$ cat config.mk
export PLATFORM = sky130hd
export DESIGN_NAME = ctl_serial_regs
export DESIGN_NICKNAME = d
export VERILOG_FILES = /design/src/rtl/ctl_serial_pkg.sv /design/src/rtl/ctl_edge_filter.sv /design/src/rtl/ctl_word_capture.sv /design/src/rtl/ctl_reg_bank.sv /design/src/rtl/ctl_serial_regs.sv
export SDC_FILE = /design/constraint.sdc
export NUM_CORES = 1
export LEC_CHECK = 0
export ABC_AREA = 1
export BUFFER_PORTS_ARGS = -buffer_cell sky130_fd_sc_hd__clkbuf_2
export CORE_MARGIN = 10
export CORE_UTILIZATION = 30
export DETAILED_ROUTE_END_ITERATION = 10
export GPL_ROUTABILITY_DRIVEN = 0
export MAX_ROUTING_LAYER = met4
export PLACE_DENSITY = 0.53
export SETUP_SLACK_MARGIN = 0.1
export SYNTH_ARGS = -nofsm -noshare
export SYNTH_HDL_FRONTEND = slang
export SYNTH_SLANG_ARGS = --single-unit
$ cat constraint.sdc
create_clock -name clk -period 2.6 [get_ports clk]
set_clock_uncertainty 0.05 [all_clocks]
set_input_delay 0.65 -clock clk [delete_from_list [all_inputs] [get_ports clk]]
set_output_delay 0.65 -clock clk [all_outputs]
set_load 0.005 [all_outputs]
$ cat src/rtl/ctl_serial_pkg.sv
`timescale 1ns/1ps
package ctl_serial_pkg;

    localparam int ADDR_W    = 7;
    localparam int DATA_W    = 9;
    localparam int WORD_W    = ADDR_W + DATA_W;
    localparam int NUM_REGS  = 12;
    localparam int MIX_REGS  = 6;
    localparam int MIX_FIRST = NUM_REGS - MIX_REGS;
    localparam int CAP_CNT_W = $clog2(WORD_W + 2);

    localparam logic [ADDR_W-1:0] ADDR_RESET_ALL = 7'd15;
    localparam logic [ADDR_W-1:0] ADDR_MIX_BASE  = 7'd34;

    typedef logic [DATA_W-1:0]  creg_t;
    typedef creg_t [NUM_REGS-1:0] bank_t;

    // Address that loads each storage slot.
    function automatic logic [ADDR_W-1:0] slot_addr(input int s);
        case (s)
            0:       slot_addr = 7'd5;
            1:       slot_addr = 7'd10;
            2:       slot_addr = 7'd11;
            3:       slot_addr = 7'd12;
            4:       slot_addr = 7'd13;
            5:       slot_addr = 7'd23;
            default: slot_addr = ADDR_MIX_BASE + ADDR_W'(s - MIX_FIRST);
        endcase
    endfunction

    // Reset value of each slot.
    function automatic creg_t slot_default(input int s);
        case (s)
            0:       slot_default = 9'h008;
            1, 2:    slot_default = 9'h0FF;
            3, 4:    slot_default = 9'h00F;
            5:       slot_default = 9'h000;
            default: slot_default = 9'h050;
        endcase
    endfunction

    function automatic bank_t bank_defaults();
        bank_t b;
        for (int s = 0; s < NUM_REGS; s++) begin
            b[s] = slot_default(s);
        end
        return b;
    endfunction

    function automatic logic addr_mapped(input logic [ADDR_W-1:0] a);
        logic hit;
        hit = 1'b0;
        for (int s = 0; s < NUM_REGS; s++) begin
            if (a == slot_addr(s)) hit = 1'b1;
        end
        return hit;
    endfunction

endpackage

$ cat src/rtl/ctl_edge_filter.sv
`timescale 1ns/1ps
module ctl_edge_filter #(
    parameter int              WIDTH       = 3,
    parameter int              SYNC_STAGES = 2,
    parameter int              HOLD        = 3,
    parameter logic [WIDTH-1:0] RST_VAL    = '0
) (
    input  logic             clk,
    input  logic             rst_n,
    input  logic [WIDTH-1:0] raw_i,
    output logic [WIDTH-1:0] sampled_o,
    output logic [WIDTH-1:0] clean_o
);

    localparam int CNT_W = $clog2(HOLD + 1);

    typedef struct packed {
        logic [SYNC_STAGES-1:0] sync;
        logic [CNT_W-1:0]       run;
        logic                   level;
    } lane_t;

    for (genvar g = 0; g < WIDTH; g++) begin : g_lane
        lane_t lane_d, lane_q;

        always_comb begin
            lane_d      = lane_q;
            lane_d.sync = (lane_q.sync << 1) | SYNC_STAGES'(raw_i[g]);
            if (lane_q.sync[SYNC_STAGES-1] == lane_q.level) begin
                lane_d.run = '0;
            end else if (lane_q.run == CNT_W'(HOLD - 1)) begin
                lane_d.level = lane_q.sync[SYNC_STAGES-1];
                lane_d.run   = '0;
            end else begin
                lane_d.run = lane_q.run + 1'b1;
            end
        end

        always_ff @(posedge clk or negedge rst_n) begin
            if (!rst_n) begin
                lane_q <= '{sync: {SYNC_STAGES{RST_VAL[g]}}, run: '0, level: RST_VAL[g]};
            end else begin
                lane_q <= lane_d;
            end
        end

        assign sampled_o[g] = lane_q.sync[SYNC_STAGES-1];
        assign clean_o[g]   = lane_q.level;
    end

endmodule

$ cat src/rtl/ctl_word_capture.sv
`timescale 1ns/1ps
module ctl_word_capture
    import ctl_serial_pkg::*;
(
    input  logic                 clk,
    input  logic                 rst_n,
    input  logic                 cs_n_i,
    input  logic                 sclk_i,
    input  logic                 sdin_i,
    output logic                 wr_o,
    output logic [ADDR_W-1:0]    wr_addr_o,
    output logic [DATA_W-1:0]    wr_data_o,
    output logic [CAP_CNT_W-1:0] bit_cnt_o
);

    typedef struct packed {
        logic                 sclk_prev;
        logic                 cs_prev;
        logic [WORD_W-1:0]    shift;
        logic [CAP_CNT_W-1:0] count;
        logic                 wr;
        logic [ADDR_W-1:0]    addr;
        logic [DATA_W-1:0]    data;
    } cap_t;

    cap_t cap_d, cap_q;

    always_comb begin
        cap_d           = cap_q;
        cap_d.wr        = 1'b0;
        cap_d.sclk_prev = sclk_i;
        cap_d.cs_prev   = cs_n_i;
        if (!cs_n_i) begin
            if (cap_q.cs_prev) begin
                cap_d.count = '0;
            end else if (sclk_i && !cap_q.sclk_prev) begin
                cap_d.shift = {cap_q.shift[WORD_W-2:0], sdin_i};
                if (cap_q.count <= CAP_CNT_W'(WORD_W)) begin
                    cap_d.count = cap_q.count + 1'b1;
                end
            end
        end else if (!cap_q.cs_prev && cap_q.count == CAP_CNT_W'(WORD_W)) begin
            cap_d.wr   = 1'b1;
            cap_d.addr = cap_q.shift[WORD_W-1:DATA_W];
            cap_d.data = cap_q.shift[DATA_W-1:0];
        end
    end

    always_ff @(posedge clk or negedge rst_n) begin
        if (!rst_n) begin
            cap_q <= '{sclk_prev: 1'b0, cs_prev: 1'b1, shift: '0, count: '0,
                       wr: 1'b0, addr: '0, data: '0};
        end else begin
            cap_q <= cap_d;
        end
    end

    assign wr_o      = cap_q.wr;
    assign wr_addr_o = cap_q.addr;
    assign wr_data_o = cap_q.data;
    assign bit_cnt_o = cap_q.count;

endmodule

$ cat src/rtl/ctl_reg_bank.sv
`timescale 1ns/1ps
module ctl_reg_bank
    import ctl_serial_pkg::*;
(
    input  logic              clk,
    input  logic              rst_n,
    input  logic              wr_i,
    input  logic [ADDR_W-1:0] wr_addr_i,
    input  logic [DATA_W-1:0] wr_data_i,
    output bank_t             bank_o
);

    typedef struct packed {
        bank_t regs;
    } bank_st_t;

    bank_st_t bank_d, bank_q;

    always_comb begin
        bank_d = bank_q;
        if (wr_i) begin
            if (wr_addr_i == ADDR_RESET_ALL) begin
                bank_d.regs = bank_defaults();
            end else begin
                for (int s = 0; s < NUM_REGS; s++) begin
                    if (wr_addr_i == slot_addr(s)) begin
                        bank_d.regs[s] = wr_data_i;
                    end
                end
            end
        end
    end

    always_ff @(posedge clk or negedge rst_n) begin
        if (!rst_n) begin
            bank_q.regs <= bank_defaults();
        end else begin
            bank_q <= bank_d;
        end
    end

    assign bank_o = bank_q.regs;

endmodule

$ cat src/rtl/ctl_serial_regs.sv
`timescale 1ns/1ps
module ctl_serial_regs
    import ctl_serial_pkg::*;
#(
    parameter int SYNC_STAGES = 2,
    parameter int GLITCH_HOLD = 3
) (
    input  logic                         clk,
    input  logic                         rst_n,
    input  logic                         cs_n,
    input  logic                         sclk,
    input  logic                         sdin,
    output logic [DATA_W-1:0]            dac_ctl_o,
    output logic [DATA_W-1:0]            vol_left_o,
    output logic [DATA_W-1:0]            vol_right_o,
    output logic [DATA_W-1:0]            bass_o,
    output logic [DATA_W-1:0]            treble_o,
    output logic [DATA_W-1:0]            mono_mix_o,
    output logic [MIX_REGS*DATA_W-1:0]   mixer_o
);

    localparam int LANES = 3;
    localparam logic [LANES-1:0] LANE_RST = 3'b100;

    logic [LANES-1:0]     lane_raw;
    logic [LANES-1:0]     lane_samp;
    logic [LANES-1:0]     lane_clean;
    logic                 wr_en;
    logic [ADDR_W-1:0]    wr_addr;
    logic [DATA_W-1:0]    wr_data;
    logic [CAP_CNT_W-1:0] bit_cnt;
    bank_t                bank;

    assign lane_raw = {cs_n, sclk, sdin};

    ctl_edge_filter #(
        .WIDTH      (LANES),
        .SYNC_STAGES(SYNC_STAGES),
        .HOLD       (GLITCH_HOLD),
        .RST_VAL    (LANE_RST)
    ) u_filter (
        .clk      (clk),
        .rst_n    (rst_n),
        .raw_i    (lane_raw),
        .sampled_o(lane_samp),
        .clean_o  (lane_clean)
    );

    ctl_word_capture u_capture (
        .clk      (clk),
        .rst_n    (rst_n),
        .cs_n_i   (lane_clean[2]),
        .sclk_i   (lane_clean[1]),
        .sdin_i   (lane_clean[0]),
        .wr_o     (wr_en),
        .wr_addr_o(wr_addr),
        .wr_data_o(wr_data),
        .bit_cnt_o(bit_cnt)
    );

    ctl_reg_bank u_bank (
        .clk      (clk),
        .rst_n    (rst_n),
        .wr_i     (wr_en),
        .wr_addr_i(wr_addr),
        .wr_data_i(wr_data),
        .bank_o   (bank)
    );

    assign dac_ctl_o   = bank[0];
    assign vol_left_o  = bank[1];
    assign vol_right_o = bank[2];
    assign bass_o      = bank[3];
    assign treble_o    = bank[4];
    assign mono_mix_o  = bank[5];

    for (genvar k = 0; k < MIX_REGS; k++) begin : g_mix
        assign mixer_o[k*DATA_W +: DATA_W] = bank[MIX_FIRST + k];
    end

endmodule

Word-level counts from Yosys, hierarchy flattened
Cells that the tools add are included.
- flip-flop bits (word level): 163
- latch bits: 0
- bits in writable memories: 0
- bits in read-only memories: 0
- output and inout port bits: 108
- memories: 0
- add/subtract/negate cells: 4
- $mul: 0
- divide/modulo/power cells: 0
- order comparisons: 1
- equal/unequal tests: 20
- shift operators: 0
- muxes and demuxes: 48
- bitwise operators: 8
- reduce and logical (&&, ||, !) cells: 36
- operators by type and width (kind ; count):
    $mux W7 ; 24
    $mux W108 ; 1
    $mux W9 ; 12
    $eq A7 B7 Y1 ; 12
    $mux W17 ; 2
    $reduce_and A2 Y1 ; 16
    $reduce_bool A2 Y1 ; 14
    $mux W5 ; 3
    $mux W2 ; 6
    $eq A7 B4 Y1 const B ; 1
    $add A2 B1 Y2 const B ; 3
    $eq A2 B2 Y1 const B ; 3
    $or A2 B1 Y2 ; 3
    $reduce_and A3 Y1 ; 2
    $add A5 B1 Y5 const B ; 1
    $eq A5 B5 Y1 const B ; 1
    $le A5 B5 Y1 const B ; 1
    $not A1 Y1 ; 5
    $eq A1 B1 Y1 ; 3
    $logic_and A1 B1 Y1 ; 2
    $logic_not A1 Y1 ; 2

Longest topological paths before layout
Gate-level depths: netlist (run 1).
- depth after elaboration: 6
- depth in mapped cells: 9

Hierarchy
A second synthesis (run 1) with hierarchy kept.
- cell total of the unflattened synthesis: 844
- area total of the unflattened synthesis: 7224.4 sq um
- by module, submodules not included (module ; times used ; cells each ; area an instance (sq um) ; sequential area each (sq um)):
    ctl_reg_bank ; 1 ; 569 ; 4747.1 ; 2748.9
    ctl_word_capture ; 1 ; 206 ; 1869.3 ; 1002.2
    ctl_edge_filter ; 1 ; 69 ; 608.1 ; 379.1

Worst setup path after synthesis (run 1)
Ideal clock, no wire load.
- path kind: reg-to-reg
- start point: register u_capture.cap_q, in the netlist u_capture.wr_addr_o[6]
- end point: register u_bank.bank_q, in the netlist u_bank.bank_o[100]
- library setup time: 0.117 ns
- arrival time: 1.214 ns
- required time: 2.433 ns
- setup slack: 1.219 ns
- cell stages (with the launch flop): 10
- buffers on the path: 1
- clock period less this slack: 1.381 ns
- path through: dfrtp_1 inv_2 nand2_1 nor2_1 nand2_2 buf_6 nand2_2 nand2_2 nand2_1 nand2_1
- longest elaborated chain between the ends: 3
- RTL lines (what ; RTL line ; RTL):
    start, declared ; ctl_word_capture.sv:26 ; cap_t cap_d, cap_q;
    start signal, assigned ; ctl_word_capture.sv:51 ; cap_q <= '{sclk_prev: 1'b0, cs_prev: 1'b1, shift: '0, count: '0,
    start signal, assigned ; ctl_word_capture.sv:54 ; cap_q <= cap_d;
    $eq A7 B7 Y1 or $eq A7 B4 Y1 (tied branches) ; ctl_reg_bank.sv:26, ctl_reg_bank.sv:22 ;
    $reduce_bool A2 Y1 (no source line) ; - ;
    $reduce_and A2 Y1 (no source line) ; - ;
    end signal, assigned ; ctl_reg_bank.sv:38 ; bank_q <= bank_d;
    end, declared ; ctl_reg_bank.sv:17 ; bank_st_t bank_d, bank_q;
Several ways; a longest one is shown, not always the timed one.
A chain may end at the register's enable or synchronous reset.

Worst setup path after layout (run 1)
- start point: register u_capture.cap_q, in the netlist u_capture.wr_addr_o[6]
- end point: register u_bank.bank_q, in the netlist u_bank.bank_o[59]
The elaborated chain is that of the path after synthesis.

==> impl_metrics.tcl, run 1 <==
set metrics [dict create \
    layout_commonest_cell "nand2_1" \
    start_util_pct 30.34 \
    finalPower_w 0.006140 \
    cts_sinks 163 \
    antenna_found_initial 0 \
    syn_area_um2 6848 \
    cts-buffers-inserted 17 \
    cts_resized 0 \
    drv_slew 0 \
    root_buffer "clkbuf_16" \
    synth_cells 768 \
    ys_seq_area_share_pct 60.31 \
    postRouteAntennaNets 0 \
    htreeDepth 4 \
    drc 0 \
    cap_violations 0 \
    drt-wirelength-per-cell_um 16.02 \
    drtIter0Drc 469 \
    crit_path_max_fanout 20 \
    timing.setup.tns_ps 0 \
    finalHoldViolCount 0 \
    routed_wl_mm 18.87 \
    layout.nets 887 \
    fp.dieH_um 171.1 \
    cts.clk_slew.worst_paths_ps 60 \
    fin_cells 1178 \
    std_cell_rows 55 \
    powerDensity_nw_per_um2 733.4 \
    setup_viol 0 \
    ios 113 \
    p_leak_nw 4.402 \
    syn_to_final_growth_pct 22.25 \
    synth.avg_cell_area_um2 8.916 \
    slew_headroom_pct 53.19 \
    fmax_mhz 504.6 \
    critical_path_required_ps 2870 \
    drive_gt1_share_pct 24.64 \
    hold_class "input pin to asynchronous set/reset pin" \
    cts_tree "built" \
    synth.top_cell.area_share_pct 44.58 \
    grt_pass1_vias 5423 \
    grt_usage_pct 13.62 \
    critPathKind "flip-flop to flip-flop" \
    ir_drop_mv 0.3824 \
    core_area_um2 22570 \
    cts-hold-fix-buffers 0 \
    layout_common_cells "317 x nand2_1, 121 x dfrtp_1, 111 x clkbuf_2" \
    dieWidth_um 171.1 \
    drtPass1Iterations 4 \
    grt_max_degree 71 \
    syn_nets 775 \
    ys_types 30 \
    post-dp-hpwl_mm 13.10 \
    yosysTopAreaCell "dfrtp_1" \
    synth.top_cells.by_area "dfrtp_1 45%, nand2_1 17%, dfstp_2 16%" \
    clk_path_buf_depth 2 \
    status "complete, no violations" \
    grt_pass1_wl_mm 30.44 \
    grt_overflow_total 0 \
    ys_warn_count 0 \
    worstSkewPairLatency_ps 420 \
    num_antenna_cells 0 \
    worstPathArrival_ps 2250 \
    postCtsSetupBuffers 0 \
    vias 5468 \
    cp-end-kind "flip-flop" \
    ys_ff_latch 163 \
    vias_per_cell 4.642 \
    tightest_slew_ps 702.1 \
    finalCritPeriodShare_pct 76.23 \
    post-route-min-period_ps 1982 \
    dieArea_um2 29270 \
    rsz0062_at_grt "false" \
    port_buffers 112 \
    worst_setup_path_start_kind "flip-flop" \
    post-place-cells 1146 \
    finalCoreUtilization_pct 37.09 \
]
==> per-stage QoR <==
step                worst slack [ps]  hold WS, ps  instance area (um2)
global route                   420.1        147.8                 8372
finish                         618.1        130.1                 8372
global placement               668.5        281.8                 7712
floorplan                       1219        281.2                 6848
CTS                            612.8        133.8                 8372
detailed placement             628.6        284.7                 7712
==> cell usage after synthesis, drive strengths merged <==
cell    count
o21bai      1
nand2     327
xnor2       3
ha          2
nor3b       1
nand4      52
o21ai      63
nand3      19
nor3        7
dfstp      41
xor2        1
nor2       44
clkbuf     11
dfrtp     122
a21oi      10
buf        21
inv        43
==> worst max-delay path, cell delays in order (launching register included) <==
cell	delay (ps)
dfrtp_1	400
inv_2	90
nand2_1	50
nor2_1	180
nand2_2	280
buf_4	310
nand2_1	130
nand2_1	190
nand2_1	130
nand2_1	50
==> per-layer routing <==
layer	GRT usage (%)	vias to the layer above	wire length, um
met4	3.554	0	199
met1	17.66	2637	8852
met2	20.47	114	8756
met5	-	-	0
li1	-	2703	-
met3	3.917	14	1066
==> cell type report <==
| cell class | instances | area (um2) |
|---|---|---|
| fillers | 2362 | 14200 |
| clock buffers | 20 | 456.7 |
| flip-flops and latches | 163 | 4131 |
| clock inverters | 12 | 202.7 |
| well taps | 285 | 356.6 |
| multi-input cells | 530 | 2374 |
| inverters | 43 | 161.4 |
| repair buffers | 125 | 689.4 |
==> flip-flops by register name, summed over array words and instances (netlist names) <==
| signal | flops |
|---|---|
| u_filter.clean_o | 3 |
| u_capture.wr_data_o | 9 |
| u_capture.bit_cnt_o | 5 |
| u_capture.wr_o | 1 |
| u_bank.bank_o | 108 |
| u_capture.wr_addr_o | 7 |
| u_capture.cap_q | 18 |
| u_filter.sampled_o | 3 |
| u_filter.g_lane.lane_q | 9 |
==> final timing paths <==
| kind | start | endpoint | slack, ps | cells past startpoint |
|---|---|---|---|---|
| worst max-delay path | u_capture.wr_addr_o[6] | u_bank.bank_o[59] | 620 | 9 |
| worst min-delay path | rst_n | u_bank.bank_o[63] | 130 | 1 |
| worst max register to register | u_capture.wr_addr_o[6] | u_bank.bank_o[59] | 620 | 9 |
| worst min register to register | u_filter.g_lane[1].lane_q[3] | u_filter.sampled_o[1] | 300 | 0 |
| max in group asynchronous | rst_n | u_bank.bank_o[103] | 1660 | 2 |
| min in group clk | cs_n | u_filter.g_lane[2].lane_q[3] | 260 | 1 |
==> cells by family after synthesis <==
logic type	after synthesis	share of synthesized area, %
DFF	163	60.31
xor gates and xnor gates	4	0.5117
buffers and inverters	75	5.025
adders and majority gates	2	0.3654
and+or+nand+nor	450	28.12
AOI/OAI and AO/OA	74	5.664
==> report_power, final <==
group / switching, W / total (W) / internal [W] / leakage, nW
logic: 0.000271 / 0.000425 / 0.000154 / 2.02
clock network: 0.00105 / 0.00281 / 0.00176 / 0.309
registers: 0.000142 / 0.00291 / 0.00276 / 2.08
No activity file was read; power rests on OpenSTA's default activity.
==> run 2: changes to the inputs <==
--- a/config.mk
+++ b/config.mk
@@ -5,14 +5,14 @@
 export SDC_FILE = /design/constraint.sdc
 export NUM_CORES = 1
 export LEC_CHECK = 0
-export ABC_AREA = 1
+export ABC_AREA = 0
 export BUFFER_PORTS_ARGS = -buffer_cell sky130_fd_sc_hd__clkbuf_2
 export CORE_MARGIN = 10
 export CORE_UTILIZATION = 30
 export DETAILED_ROUTE_END_ITERATION = 10
 export GPL_ROUTABILITY_DRIVEN = 0
 export MAX_ROUTING_LAYER = met4
-export PLACE_DENSITY = 0.53
+export PLACE_DENSITY = 0.55
 export SETUP_SLACK_MARGIN = 0.1
 export SYNTH_ARGS = -nofsm -noshare
 export SYNTH_HDL_FRONTEND = slang
==> constraint.sdc (replaced) <==
create_clock -name clk -period 1.77 [get_ports clk]
set_clock_uncertainty 0.05 [all_clocks]
set_input_delay 0.4425 -clock clk [delete_from_list [all_inputs] [get_ports clk]]
set_output_delay 0.4425 -clock clk [all_outputs]
set_load 0.005 [all_outputs]
==> impl_metrics.tcl, run 2 <==
set metrics [dict create \
    finalWorstSetupSlack_ps -35.69 \
    grt_pass1_vias 5175 \
    violations "negative setup slack" \
    fmax_mhz 553.8 \
    finalPower_w 0.008927 \
    yosysMostFrequentCell "dfrtp_1" \
    synthArstFlopShare_pct 100.0 \
    critical_path_required_ps 2030 \
    r2r_start "u_capture.wr_addr_o[6]" \
    vias 4829 \
    cp_top_family "simple AND/OR/NAND/NOR gates" \
    port_buffers 112 \
    std_cell_rows 54 \
    grt_pass1_wl_mm 29.33 \
    drtIter0Drc 268 \
    largest_reg_flops 108 \
    synth_top_flop_cell "dfrtp_1" \
    htreeDepth 4 \
    critPathKind "flip-flop to flip-flop" \
    synth_cells 498 \
    worst_hold_path.endpoint "u_filter.g_lane[2].lane_q[3]" \
    drive_gt1_share_pct 57.51 \
    fp.dieH_um 169.4 \
    cp-end-kind "flip-flop" \
    drc 0 \
    ys_types 52 \
    synth.top_cell.area_share_pct 45.59 \
    r2r_cells 5 \
    root_buffer "clkbuf_16" \
    drt-wirelength-per-cell_um 19.87 \
    whs_path_depth 1 \
    num_antenna_cells 0 \
    regToRegSetupSlack_ps -40 \
    dieWidth_um 169.4 \
    worstSkewPairLatency_ps 430 \
    p_leak_nw 4.445 \
    cp_cell_sequence "nor4b_4, buf_4, nand4_1, buf_6, mux2_4" \
    cts_tree "built" \
    reg2reg_to "u_bank.bank_o[35]" \
    finalHoldViolCount 0 \
    cts_sinks 163 \
    cts.clk_slew.worst_paths_ps 70 \
    dieArea_um2 28700 \
    powerDensity_nw_per_um2 945.2 \
    rsz0062_at_grt "true" \
    worstPathArrival_ps 2070 \
    status "complete, but fails checks" \
    layout_common_cells "118 x dfrtp_1, 111 x clkbuf_2, 45 x buf_4" \
    wl_met1_mm 8.406 \
    syn_nets 505 \
    wl_met2_mm 9.740 \
    ios 113 \
    ys_warn_count 0 \
    post-dp-hpwl_mm 12.86 \
    hold_class "input pin to flip-flop" \
    hp-start "cs_n" \
    grt_max_degree 54 \
    finalCritPeriodShare_pct 102.0 \
    tightest_slew_ps 511.3 \
    cp_num_buf_inv 2 \
    syn_to_final_growth_pct 41.03 \
    holdWs_ps 36.34 \
    wl_met3_mm 1.046 \
    slew_headroom_pct 65.92 \
    drtPass1Iterations 5 \
    start_util_pct 30.59 \
    crit_path_max_fanout 5 \
    ir_drop_mv 0.6375 \
    grt_overflow_total 0 \
    clk_path_buf_depth 2 \
    drv_slew 0 \
    synth_edf_count 0 \
    layout_commonest_cell "dfrtp_1" \
    highest_layer "met4" \
    ys_seq_area_share_pct 61.68 \
    yosysTopAreaCell "dfrtp_1" \
    synth.top_cells.by_area "dfrtp_1 46%, dfstp_2 16%, mux2_2 13%" \
    setup_viol 12 \
    post-route-min-period_ps 1806 \
    cap_violations 0 \
    worst_setup_path_start_kind "flip-flop" \
    ys_top_cells_by_count "122 x dfrtp_1, 80 x mux2_2, 41 x dfstp_2" \
    syn_area_um2 6696 \
    core_area_um2 21890 \
    layout.nets 693 \
    grt_usage_pct 13.38 \
    vias_per_cell 4.933 \
    antenna_found_initial 0 \
    synth.avg_cell_area_um2 13.45 \
    postRouteAntennaNets 0 \
    cts-buffers-inserted 17 \
    cp_slowest_cell "dfrtp_2" \
    routed_wl_mm 19.45 \
    ys_ff_latch 163 \
    max_stage_delay_ps 460 \
]
-- run 2: changes by cell type after synthesis, moves of 10 or more --
cell / change
o2bb2ai_1: +15
nand2_2: -10
o22ai_1: +14
nand3_1: -16
nand2_1: -300
o21ai_0: -58
nand4_1: -48
mux2_2: +80
a22o_1: +14
nor2_1: -28
-- run 2: final cells by class --
type	count	area, um2
Fill cell	2011	12450
Sequential cell	163	4135
Multi-Input combinational cell	275	2790
Timing Repair Buffer	193	1443
Clock buffer	18	439.2
Tap cell	280	350.3
Clock inverter	14	151.4
Inverter	36	135.1
-- run 2: how the worst max path moves through the flow --
stage / startpoint / endpoint / slack (ps) / cells after the start
6_report: u_capture.wr_addr_o[6] / u_bank.bank_o[35] / -40 / 5
5_1_grt: u_capture.wr_addr_o[3] / u_bank.bank_o[35] / -100 / 6
4_1_cts: u_capture.bit_cnt_o[1] / u_capture.wr_addr_o[3] / 20 / 6
3_5_place_dp: u_capture.wr_addr_o[4] / u_bank.bank_o[96] / -160 / 6
3_3_place_gp: u_capture.wr_addr_o[4] / u_bank.bank_o[94] / -130 / 6
2_1_floorplan: u_capture.wr_addr_o[4] / u_bank.bank_o[0] / -60 / 4
-- run 2: logic make-up (layout without fill, tap and decap cells) --
family / Yosys count / count (layout) / synth area share, %
buffers and inverters: 61 / 261 / 3.569
adder cells (fa/ha/maj): 2 / 2 / 0.3736
AO/OA/AOI/OAI: 86 / 87 / 10.05
multiplexers: 88 / 88 / 14.67
XOR/XNOR: 7 / 7 / 0.9156
flip-flops: 163 / 163 / 61.68
AND/OR/NAND/NOR: 91 / 91 / 8.745
-- run 2: routing by layer --
metal	vias to the layer above	GRT usage, %
li1	2181	-
met1	2504	16.07
met2	120	21.05
met3	24	4.030
met4	0	4.540
met5	-	-
-- run 2: power by group --
part           internal (W)  total, W  switching [W]
clock network       0.00214   0.00370        0.00156
registers           0.00399   0.00419       0.000194
logic              0.000572   0.00104       0.000468
-- run 2: timing repair --
| action | CTS | global route |
|---|---|---|
| cloned | 4 | 3 |
| endpoints found under the hold margin | 22 | 0 |
| hold buffers | 1 | 0 |
| gates resized for setup | 30 | 89 |
| pin swaps | 5 | 11 |
| endpoints found under the setup margin | 92 | 113 |
| setup buffers | 14 | 9 |
-- run 2: metrics by stage --
| step | setup TNS [ps] | std cells | instance area [um2] | utilization, % | setup WS, ps |
|---|---|---|---|---|---|
| finish | -165.5 | 979 | 9444 | 43.14 | -35.69 |
| global route | -1716 | 979 | 9444 | 43.14 | -96.56 |
| CTS | 0 | 967 | 8966 | 40.96 | 16.64 |
| detailed placement | -2921 | 916 | 8085 | 36.93 | -155.0 |
| global placement | -1375 | 916 | 8085 | 36.93 | -126.2 |
| floorplan | -775.1 | 498 | 6818 | - | -59.81 |
==> run 3: changes to the inputs <==
--- a/config.mk
+++ b/config.mk
@@ -11,9 +11,11 @@
 export CORE_UTILIZATION = 30
 export DETAILED_ROUTE_END_ITERATION = 10
 export GPL_ROUTABILITY_DRIVEN = 0
+export HOLD_SLACK_MARGIN = 0.08
 export MAX_ROUTING_LAYER = met4
-export PLACE_DENSITY = 0.55
+export PLACE_DENSITY = 0.54
 export SETUP_SLACK_MARGIN = 0.1
 export SYNTH_ARGS = -nofsm -noshare
 export SYNTH_HDL_FRONTEND = slang
+export SYNTH_HIERARCHICAL = 1
 export SYNTH_SLANG_ARGS = --single-unit
==> impl_metrics.tcl, run 3 <==
set metrics [dict create \
    cts_sinks 163 \
    fmax_mhz 538.9 \
    dieArea_um2 30010 \
    timing.setup.tns_ps -1198 \
    synth.avg_cell_area_um2 12.83 \
    cts.clk_slew.worst_paths_ps 70 \
    finalCritPeriodShare_pct 104.8 \
    drt-wirelength-per-cell_um 18.97 \
    worstSkewPairLatency_ps 430 \
    finalPower_w 0.008827 \
    critPathKind "flip-flop to flip-flop" \
    grt_pass1_wl_mm 30.97 \
    finalWorstSetupSlack_ps -85.54 \
    layout_commonest_cell "dfrtp_1" \
    seqPwrFrac_pct 47.1 \
    vias_per_cell 4.738 \
    grt_usage_pct 13.43 \
    core_area_um2 23260 \
    rsz0062_at_grt "true" \
    worstPathArrival_ps 2120 \
    drtPass1Iterations 4 \
    clk_path_buf_depth 2 \
    syn_area_um2 7043 \
    pwr-share-clk_pct 43.9 \
    finalCoreUtilization_pct 42.60 \
    synth_cells 549 \
    p_switching_w 0.002161 \
    fillers 2164 \
    internal_power_w 0.006666 \
    fin_cells 1062 \
    grt_pass1_vias 5280 \
    switching_share_pct 24.48 \
    cap_violations 0 \
    dieWidth_um 173.2 \
    layout.nets 737 \
    htreeDepth 4 \
    syn_to_final_growth_pct 40.70 \
    syn_nets 556 \
    slew_headroom_pct 64.98 \
    ys_warn_count 6 \
    critical_path_required_ps 2030 \
    cts-buffers-inserted 17 \
    largest_reg_flops 108 \
    drtIter0Drc 373 \
    post-route-min-period_ps 1856 \
    crit_path_max_fanout 17 \
    postRouteAntennaNets 0 \
    ios 113 \
    ir_drop_mv 0.4886 \
    combPwrFrac_pct 9.0 \
    fp.dieH_um 173.2 \
    layout_common_cells "118 x dfrtp_1, 111 x clkbuf_2, 56 x inv_1" \
    violations "negative setup slack" \
    cts_tree "built" \
    post-dp-hpwl_mm 13.23 \
    start_util_pct 30.28 \
    powerDensity_nw_per_um2 890.7 \
    port_buffers 112 \
    grt_max_degree 54 \
    tightest_slew_ps 524.3 \
    drc 0 \
    drv_slew 0 \
    grt_overflow_total 0 \
    p_leak_nw 4.513 \
    finalHoldViolCount 0 \
    drive_gt1_share_pct 55.72 \
    setup_viol 27 \
    routed_wl_mm 20.15 \
    root_buffer "clkbuf_16" \
    std_cell_rows 56 \
    holdWs_ps 299.7 \
    post-place-cells 986 \
    worst_setup_path_start_kind "flip-flop" \
    hold_class "flip-flop to flip-flop" \
    num_antenna_cells 0 \
    cp-end-kind "flip-flop" \
    status "complete, but fails checks" \
    vias 5032 \
    antenna_found_initial 0 \
]
[run 3: cell count changes in the layout (fill, tap and decap cells not counted), moves of 6 or more]
cell     previous run  this run
mux2_4             37        47
o22ai_1             6        14
o21ai_1             0         7
a22o_1             14         0
nand2_1            16        22
nor2b_1             7         1
o21ai_0             3        19
buf_6              23        30
mux2i_1             7        21
a31oi_1             0         6
nor2_1             10         2
inv_1              34        56
mux2_2             44        29
[run 3: path summary, 6_finish.rpt]
check,depth (start not counted),startpoint,endpoint,slack (ps)
setup / recovery,6,u_capture/bit_cnt_o[0],u_capture/wr_data_o[5],-90
hold / removal,0,u_filter/g_lane[1].lane_q[3],u_filter/sampled_o[1],300
setup reg to reg,6,u_capture/bit_cnt_o[0],u_capture/wr_data_o[5],-90
hold reg to reg,0,u_filter/g_lane[1].lane_q[3],u_filter/sampled_o[1],300
max in group asynchronous,3,rst_n,u_bank/bank_o[103],570
min in group asynchronous,2,rst_n,u_filter/g_lane[1].lane_q[3],430
[run 3: final cells by class]
class	count	area, um2	share of cell area (%)
Clock buffer	19	442.9	4.470
Tap cell	319	399.1	4.028
Sequential cell	163	4135	41.73
Multi-Input combinational cell	286	2915	29.42
Inverter	57	214.0	2.159
Timing Repair Buffer	205	1629	16.44
Clock inverter	13	173.9	1.755
[run 3: timing repair]
item                                    CTS  global route
setup buffers                            26             5
endpoints found under the setup margin   97           118
endpoints found under the hold margin    33             0
pin swaps                                 9            14
hold buffers                              4             0
gates resized for setup                  65            53
gates cloned                              6             4
[run 3: per-stage QoR]
step	setup slack (ps)	area, um2
after CTS	-97.87	9558
after detailed placement	-146.7	8384
after global routing	-171.2	9910
after global placement	-124.2	8384
after floorplan	-180.7	7249
final	-85.54	9910
[run 3: worst max-delay path: stages (launching register included)]
cell and delay, ps:
dfrtp_1 390, inv_2 60, ha_1 140, or3b_4 390, nor3_4 160, buf_12 190, mux2_2 340
[run 3: metal layers]
metal | up-vias | routed length (um) | share of wire, % | track usage [%]
met3 | 18 | 1021 | 5.1 | 3.420
met4 | 0 | 301 | 1.5 | 4.168
met5 | - | 0 | 0 | -
met2 | 123 | 10380 | 52 | 22.66
met1 | 2609 | 8443 | 42 | 15.43
li1 | 2282 | - | - | -
[run 3: power by group through the flow]
stage | Clock [W] | Combinational, W | Sequential, W
2_1_floorplan | 0 | 0.000568 | 0.00416
3_3_place_gp | 0 | 0.000719 | 0.00421
3_5_place_dp | 0 | 0.000760 | 0.00423
4_1_cts | 0.00396 | 0.000805 | 0.00416
5_1_grt | 0.00414 | 0.000877 | 0.00419
6_report | 0.00387 | 0.000796 | 0.00416
